==> src/rtl/irq_prio_core.sv <==
module irq_prio_core #(
  parameter int N = 8,
  parameter bit SELF_NEST = 1'b0
) (
  input  logic                 clk,
  input  logic                 rst_n,
  input  logic [N-1:0]         req,
  input  logic [N-1:0]         mask,
  input  logic                 take,
  input  logic                 eoi,
  output logic                 irq,
  output logic [$clog2(N)-1:0] win
);
  localparam int W = $clog2(N);

  logic [N-1:0] req_q, irr, isr, pend, eoi_b;
  logic [W-1:0] iidx;
  logic         ivalid;

  assign pend = irr & ~mask;

  always_comb begin
    win = '0;
    iidx = '0;
    for (int i = N - 1; i >= 0; i--) begin
      if (pend[i]) win = W'(i);
      if (isr[i]) iidx = W'(i);
    end
  end

  assign ivalid = |isr;
  assign eoi_b  = (eoi && ivalid) ? (N'(1) << iidx) : '0;
  assign irq    = (|pend) && (!ivalid || (win < iidx) || (SELF_NEST && win == iidx));

  always_ff @(posedge clk) begin
    if (!rst_n) begin
      req_q <= '0;
      irr   <= '0;
      isr   <= '0;
    end else begin
      req_q <= req;
      irr   <= (irr & ~(take ? (N'(1) << win) : '0)) | (req & ~req_q);
      isr   <= (isr & ~eoi_b) | (take ? (N'(1) << win) : '0);
    end
  end

  assert_take_marks_R9: assert property (@(posedge clk) disable iff (!rst_n)
    take |=> isr[$past(win)]);
  assert_eoi_clears_R11: assert property (@(posedge clk) disable iff (!rst_n)
    (eoi && !take && ivalid) |=> !isr[$past(iidx)]);
endmodule

==> src/rtl/cascade_irq_pair.sv <==
module cascade_irq_pair #(
  parameter int SLAVE_IN = 2
) (
  input  logic        clk,
  input  logic        rst_n,
  input  logic [15:0] irq_i,
  input  logic [7:0]  m_mask,
  input  logic [7:0]  s_mask,
  input  logic [4:0]  m_base,
  input  logic [4:0]  s_base,
  input  logic [7:0]  m_slave_map,
  input  logic [2:0]  s_id,
  input  logic        ack_i,
  input  logic        eoi_m_i,
  input  logic        eoi_s_i,
  output logic        irq_o,
  output logic [2:0]  cas_o,
  output logic [7:0]  data_o
);
  logic [7:0] m_req;
  logic [2:0] mw, sw, mw_q, cas_q;
  logic       s_irq, phase, csc_q, first, second, hit;
  logic [7:0] data_q;

  assign m_req  = (irq_i[7:0] & ~(8'(1) << SLAVE_IN)) | ({7'b0, s_irq} << SLAVE_IN);
  assign first  = ack_i & ~phase;
  assign second = ack_i & phase;
  assign hit    = csc_q && (s_id == cas_q);

  irq_prio_core #(.N(8), .SELF_NEST(1'b1)) u_master (
    .clk(clk), .rst_n(rst_n), .req(m_req), .mask(m_mask),
    .take(first), .eoi(eoi_m_i), .irq(irq_o), .win(mw));

  irq_prio_core #(.N(8), .SELF_NEST(1'b0)) u_slave (
    .clk(clk), .rst_n(rst_n), .req(irq_i[15:8]), .mask(s_mask),
    .take(second & hit), .eoi(eoi_s_i), .irq(s_irq), .win(sw));

  always_ff @(posedge clk) begin
    if (!rst_n) begin
      phase  <= 1'b0;
      csc_q  <= 1'b0;
      cas_q  <= '0;
      mw_q   <= '0;
      data_q <= '0;
    end else begin
      phase <= phase ^ ack_i;
      if (first) begin
        mw_q  <= mw;
        csc_q <= m_slave_map[mw];
        cas_q <= m_slave_map[mw] ? mw : 3'd0;
      end
      if (second)
        data_q <= csc_q ? (hit ? {s_base, sw} : 8'h00) : {m_base, mw_q};
    end
  end

  assign cas_o  = cas_q;
  assign data_o = data_q;

  assert_plain_cas_zero_R5: assert property (@(posedge clk) disable iff (!rst_n)
    (first && !m_slave_map[mw]) |=> cas_o == 3'd0);
  assert_slave_vector_R6: assert property (@(posedge clk) disable iff (!rst_n)
    (second && hit) |=> data_o[7:3] == $past(s_base));
  assert_mismatch_zero_R7: assert property (@(posedge clk) disable iff (!rst_n)
    (second && csc_q && s_id != cas_q) |=> data_o == 8'h00);
  assert_pair_order_R12: assert property (@(posedge clk) disable iff (!rst_n)
    first |=> phase);
  assert_data_hold_R12: assert property (@(posedge clk) disable iff (!rst_n)
    !second |=> $stable(data_o));
endmodule

==> config.mk <==
export PLATFORM = sky130hd
export DESIGN_NAME = cascade_irq_pair
export DESIGN_NICKNAME = d
export VERILOG_FILES = /design/src/rtl/irq_prio_core.sv /design/src/rtl/cascade_irq_pair.sv
export SDC_FILE = /design/constraint.sdc
export NUM_CORES = 1
export LEC_CHECK = 0
export ABC_CLOCK_PERIOD_IN_PS = 2600
export BUFFER_PORTS_ARGS = -buffer_cell sky130_fd_sc_hd__buf_2
export CORE_ASPECT_RATIO = 2
export CORE_MARGIN = 2
export CORE_UTILIZATION = 54
export DETAILED_ROUTE_END_ITERATION = 8
export PLACE_DENSITY = 0.9
export SYNTH_ARGS = -nofsm -noshare
export SYNTH_HDL_FRONTEND = slang
export SYNTH_HIERARCHICAL = 1
export SYNTH_SLANG_ARGS = --single-unit
==> constraint.sdc <==
create_clock -name clk -period 2.6 [get_ports clk]
set_input_delay 0.13 -clock clk [delete_from_list [all_inputs] [get_ports clk]]
set_output_delay 0.13 -clock clk [all_outputs]
set_load 0.01 [all_outputs]
==> results of run 1 <==
==> flip-flops by register name, summed over array words and instances (netlist names) <==
register,count
u_slave/isr,8
u_master/isr,8
mw_q,3
data_o,8
u_master/irr,8
u_slave/irr,8
u_slave/req_q,8
cas_o,3
phase,1
csc_q,1
u_master/req_q,8
==> kinds of logic after synthesis <==
family / Yosys count / synth area share
AO/OA/AOI/OAI: 96 / 0.218
XOR/XNOR: 3 / 0.00816
adder cells (fa/ha/maj): 7 / 0.0272
buffers and inverters: 27 / 0.0346
flip-flops: 64 / 0.398
multiplexers: 8 / 0.0249
AND/OR/NAND/NOR: 151 / 0.290
==> final timing paths <==
path / to / startpoint / depth (start not counted) / slack [ps]
min reg2reg: u_master/irr[7] / u_master/req_q[7] / 1 / 430
max: irq_o / u_master/irr[4] / 9 / 90
min: u_master/req_q[3] / irq_i[3] / 2 / 10
max reg2reg: u_master/irr[2] / u_slave/irr[6] / 11 / 150
==> worst register-to-register path: cells and delay by family, from the launching register on <==
| family | cells | cell delay (ps) |
|---|---|---|
| compound gates | 6 | 1030 |
| simple gates | 3 | 650 |
| fa+ha+maj | 1 | 340 |
| flops | 1 | 320 |
| buf+inv | 1 | 50 |
==> cells in the final DEF, fill, tap and decap left out, drive strengths merged, types with 3 or more instances in the layout <==
cell,instances
buf,74
dfxtp,64
nand2,30
nor2b,23
nand2b,23
nor2,20
inv,18
a21oi,16
o21ai,16
and2,14
clkbuf,13
o22ai,10
nand3,10
mux2i,8
a222oi,8
a21boi,8
ha,7
and2b,7
o21a,6
clkinv,5
a31oi,4
nor3,4
nor4,4
xor2,3
dlygate4sd3,3
o2bb2ai,3
a32o,3
o31ai,3
a211oi,3
and3,3
==> what timing repair did <==
| action | in CTS | in global routing |
|---|---|---|
| endpoints found under the setup margin | 1 | 1 |
| pin swaps | 1 | 0 |
| hold endpoints to repair | 3 | 0 |
| hold buffers | 3 | 0 |
| cloned | 0 | 0 |
| resized for setup | 0 | 1 |
| setup buffers | 1 | 0 |
==> layer usage <==
| layer | vias up | wire (um) | global-route usage |
|---|---|---|---|
| li1 | 1443 | - | - |
| met1 | 1411 | 2790 | 0.234 |
| met2 | 105 | 4580 | 0.479 |
| met3 | 31 | 356 | 0.0560 |
| met5 | - | 0 | 0 |
| met4 | 0 | 360 | 0.186 |
==> area by class of cell <==
| class | instances | area share |
|---|---|---|
| multi-input cells | 265 | 0.462 |
| clock buffers | 13 | 0.0681 |
| clock inverters | 3 | 0.00378 |
| well taps | 61 | 0.0192 |
| inverters | 20 | 0.0189 |
| flip-flops and latches | 64 | 0.323 |
| repair buffers | 77 | 0.105 |
==> through the flow <==
stage / instances / setup WS, ps / utilization / setup TNS (ps) / power, mW
2_1_floorplan: 356 / 619 / - / 0 / 1.40
3_5_place_dp: 483 / 229 / 0.632 / 0 / 1.53
4_1_cts: 503 / 75.4 / 0.688 / 0 / 2.68
5_1_grt: 503 / -0.377 / 0.689 / -0.377 / 2.77
3_3_place_gp: 483 / 369 / 0.632 / 0 / 1.52
6_report: 503 / 86.9 / 0.689 / 0 / 2.66
==> power breakdown <==
group,total [mW],switching (mW),leakage [nW],internal [mW]
logic,0.459,0.248,1.05,0.211
clock network,1.12,0.404,0.145,0.717
registers,1.08,0.0352,0.527,1.04
==> impl_metrics.json, run 1 <==
{
  "placementRows": 39,
  "gpl.final_weighted_congestion": 0.984,
  "numCtsBuffers": 9,
  "postPlaceCellArea_um2": 3640,
  "syn-instance-count": 356,
  "max_freq_mhz": 398,
  "detailed_route_wire_length_per_cell_um": 16.1,
  "async_flop_share": 0,
  "vdd.ir_drop.worst_mv": 0.403,
  "synthDominantAreaCellType": "dfxtp_1",
  "powerDensity_nw_per_um2": 670,
  "area.sequential_um2": 1280,
  "area_occupied_by_multi_input_gates_um2": 1830,
  "track_usage": 0.260,
  "finalWirelength_mm": 8.09,
  "status": "finished, violations left",
  "clock-sinks": 64,
  "post_synth_main_area_contributors": "dfxtp_1, nand2b_1, nor2b_1",
  "synth.net_count": 421,
  "via_count_of_the_first_global_routing_pass": 3057,
  "ordered_list_of_cells_on_the_worst_path": "nor2b_2, a211oi_2, o31a_1, ha_1, nor2b_1, o21ai_0, nand2b_1, a32oi_1, buf_2",
  "grt_start_max_net_pins": 39,
  "yosysSeqAreaShare": 0.398,
  "synth.distinct_cells": 74,
  "drtIter0Drc": 217,
  "tightest_slew_ps": 630,
  "hold_viol": 0,
  "drive_gt1_frac": 0.267,
  "report.final.slew_viol_count": 0,
  "dieArea_um2": 6640,
  "clk-insertion-delay-late_ps": 330,
  "placement.io_buffers": 68,
  "fin_area_um2": 3970,
  "holdCritPathClass": "in2reg",
  "worst-endpoint-arrival_ps": 2380,
  "cp_data_required_time_ps": 2470,
  "syn_area_um2": 3220,
  "initial_utilization": 0.560,
  "path_delay_family": "compound AO/OA/AOI/OAI gates",
  "final.min_clock_period_ps": 2510,
  "drv_cap": 0,
  "cts.reportedPaths.clkPinSlew_ps": 50,
  "vias_after_detailed_routing": 2990,
  "areaGrowthSynthToFinish_pct": 23.1,
  "place.detailed.hpwl_mm": 5.99,
  "synth.most_common_cell": "dfxtp_1",
  "synth_seq_cells": 64,
  "htree_num_levels": 3,
  "setup_viol_count_final": 0,
  "chipHeight_um": 113,
  "kind_of_capture_point_of_the_worst_setup_path": "output pin",
  "critical_path_buf_inv_count": 1,
  "synthesis.yosys.warnings": 6,
  "initial_antenna_violation_count": 0,
  "route.detailed.drc": 4,
  "ys_top_cells_by_count": "dfxtp_1, nand2_1, nand2b_1, nor2b_1",
  "timing.slew.headroom": 0.576,
  "layout.filler_cells": 464,
  "yosys.area.top_type_share": 0.398,
  "detailedRoute.firstPassIterationCount": 7,
  "crit_path_max_fanout": 4,
  "cts_buffer_depth": 2,
  "boundary_pins": 70,
  "cts_tree": "yes",
  "die_width_um": 58.6,
  "static-leakage-power_nw": 1.72,
  "gr-total-overflow": 0,
  "core_area_um2": 5760,
  "final.period_utilization": 0.967,
  "synth_edf_count": 0,
  "design.final.nets": 502,
  "timing.critical_path.from_type": "flop",
  "antenna_cells_inserted": 0,
  "violations": "DRC",
  "hold-worst-slack_ps": 12.5,
  "timing.clock.skew_ps": 4.79,
  "slowest_stage": "o31a_1",
  "wire_length_of_the_first_global_routing_pass_mm": 13.1,
  "syn_area_per_cell_um2": 9.05,
  "drt.antenna.violating_nets": 0,
  "clock-root-buffer": "clkbuf_16",
  "top_reg_cell_synth": "dfxtp_1",
  "crit_path_max_incr_delay_ps": 340,
  "critical_path_class": "reg2out",
  "routed_via_density": 5.94
}
No activity file was read; power rests on OpenSTA's default activity.
==> inputs of run 2 (changes only) <==
- CELL_PAD_IN_SITES_DETAIL_PLACEMENT: default -> 1
- CELL_PAD_IN_SITES_GLOBAL_PLACEMENT: default -> 2
- CORE_UTILIZATION: 54 -> 32
- PLACE_DENSITY: 0.9 -> 0.89
==> impl_metrics.json, run 2 (synthesized netlist as in run 1, its figures left out) <==
{
  "hold-worst-slack_ps": 10.3,
  "detailedRoute.firstPassIterationCount": 5,
  "r2r-end": "u_master/irr[2]",
  "status": "finished clean",
  "tightest_slew_ps": 472,
  "wl_met2_mm": 5.50,
  "route.detailed.drc": 0,
  "timing.clock.skew_ps": 9.55,
  "via_count_of_the_first_global_routing_pass": 3181,
  "crit_path_max_fanout": 4,
  "drive_gt1_frac": 0.270,
  "layout.filler_cells": 1180,
  "timing.critical_path.mode_cell": "a31oi_1",
  "routed_via_density": 5.22,
  "areaGrowthSynthToFinish_pct": 26.3,
  "r2r_start": "u_slave/irr[6]",
  "hold_end": "u_master/req_q[5]",
  "antenna_cells_inserted": 0,
  "detailed_route_wire_length_per_cell_um": 16.4,
  "place.detailed.hpwl_mm": 7.56,
  "r2r_setup_slack_ps": 160,
  "boundary_pins": 70,
  "critical_path_class": "reg2reg",
  "vias_after_detailed_routing": 2988,
  "ordered_list_of_cells_on_the_worst_path": "inv_1, o21ai_1, nor2_1, nor4_1, ha_1, o21a_1, o22ai_1, a31oi_1, a31oi_1, nand2b_1, a21boi_0",
  "powerDensity_nw_per_um2": 684,
  "final_core_utilization": 0.417,
  "clock-root-buffer": "clkbuf_16",
  "dieArea_um2": 10900,
  "drv_cap": 0,
  "cts_buffer_depth": 2,
  "clock-sinks": 64,
  "finalWirelength_mm": 9.38,
  "wire_length_of_the_first_global_routing_pass_mm": 15.1,
  "area.sequential_um2": 1280,
  "grt_start_max_net_pins": 36,
  "final.period_utilization": 0.938,
  "holdPathStages": 3,
  "final.min_clock_period_ps": 2440,
  "chipHeight_um": 146,
  "initial_antenna_violation_count": 0,
  "cp_data_required_time_ps": 2850,
  "area_occupied_by_multi_input_gates_um2": 1840,
  "kind_of_capture_point_of_the_worst_setup_path": "flop",
  "cts.reportedPaths.clkPinSlew_ps": 50,
  "drt-met1-wl_mm": 3.20,
  "vdd.ir_drop.worst_mv": 0.403,
  "slowest_stage": "nor4_1",
  "core_area_um2": 9760,
  "r2r.worst_path.cells": 11,
  "holdCritPathClass": "in2reg",
  "numCtsBuffers": 9,
  "gpl.final_weighted_congestion": 0.861,
  "placementRows": 51,
  "critical_path_buf_inv_count": 1,
  "initial_utilization": 0.330,
  "report.final.slew_viol_count": 0,
  "hold_viol": 0,
  "layout.cells.most_common": "buf_2",
  "static-leakage-power_nw": 1.72,
  "power_mw": 2.78,
  "worst-endpoint-arrival_ps": 2680,
  "wl_met3_um": 321,
  "track_usage": 0.183,
  "max_freq_mhz": 410,
  "placement.io_buffers": 68,
  "clk-insertion-delay-late_ps": 330,
  "design.final.nets": 501,
  "timing.slew.headroom": 0.685,
  "top_layer": "met4",
  "post-cts-setup-buffers": 0,
  "gr-total-overflow": 0,
  "drt.antenna.violating_nets": 0,
  "cts_tree": "yes",
  "mostFrequentLayoutCells": "buf_2, dfxtp_1, nand2_1, nor2b_1, nand2b_1",
  "path_delay_family": "compound AO/OA/AOI/OAI gates",
  "startpoint_of_the_tightest_hold_check_path": "irq_i[5]",
  "die_width_um": 75.0,
  "crit_path_max_incr_delay_ps": 450,
  "setup_viol_count_final": 0,
  "drtIter0Drc": 94,
  "setup_tns_ps": 0,
  "rsz0062_at_grt": "false",
  "timing.critical_path.from_type": "flop",
  "htree_num_levels": 3
}
==> run 2: cell types whose count changed in the layout (fill, tap and decap cells not counted), sizes merged <==
cell / change
clkinvlp: +1
clkinv: -3
dlygate4sd3: -2
bufinv: +1
buf: +1
==> run 2: routing by layer <==
layer,vias up,global-route usage
met5,-,0
met4,0,0.0955
met3,26,0.0346
met2,87,0.350
met1,1427,0.169
li1,1448,-
==> run 2: layout make-up <==
class | count | share of cell area
well taps | 132 | 0.0406
clock inverters | 2 | 0.00923
flip-flops and latches | 64 | 0.315
repair buffers | 76 | 0.0990
inverters | 20 | 0.0185
multi-input cells | 265 | 0.451
clock buffers | 13 | 0.0664
==> run 2: repair_timing <==
item | 4_1_cts | 5_1_grt
endpoints found under the setup margin | 0 | 1
resized for setup | 0 | 2
hold buffers | 1 | 0
endpoints found under the hold margin | 1 | 0
==> run 2: tightest hold or removal path, cell delays in order <==
cell	delay (ps)
buf_2	70
nand2_1	50
inv_1	50
==> run 2: per-stage QoR <==
step / cells / setup WS [ps] / cell area [um2]
6_report: 572 / 162 / 4070
3_3_place_gp: 556 / 285 / 3740
5_1_grt: 572 / 0.0477 / 4070
3_5_place_dp: 556 / 241 / 3740
4_1_cts: 572 / 70.0 / 4060
2_1_floorplan: 356 / 619 / 3220
==> run 2: how the worst max path moves through the flow <==
stage / endpoint / startpoint / slack [ps] / cells after the start
6_report: u_master/irr[2] / u_slave/irr[6] / 160 / 11
5_1_grt: u_master/irr[2] / u_slave/irr[6] / 0.05 / 11
4_1_cts: irq_o / u_master/irr[6] / 70 / 9
3_5_place_dp: u_master/irr[2] / u_slave/irr[6] / 240 / 11
3_3_place_gp: u_master/irr[2] / u_slave/irr[6] / 280 / 11
2_1_floorplan: u_master/irr[2] / u_slave/irr[6] / 620 / 11
==> run 2: power breakdown <==
group	total (mW)	internal, mW	switching [mW]
logic	0.468	0.210	0.257
clock network	1.24	0.815	0.422
registers	1.08	1.04	0.0369
total	2.78	2.07	0.716
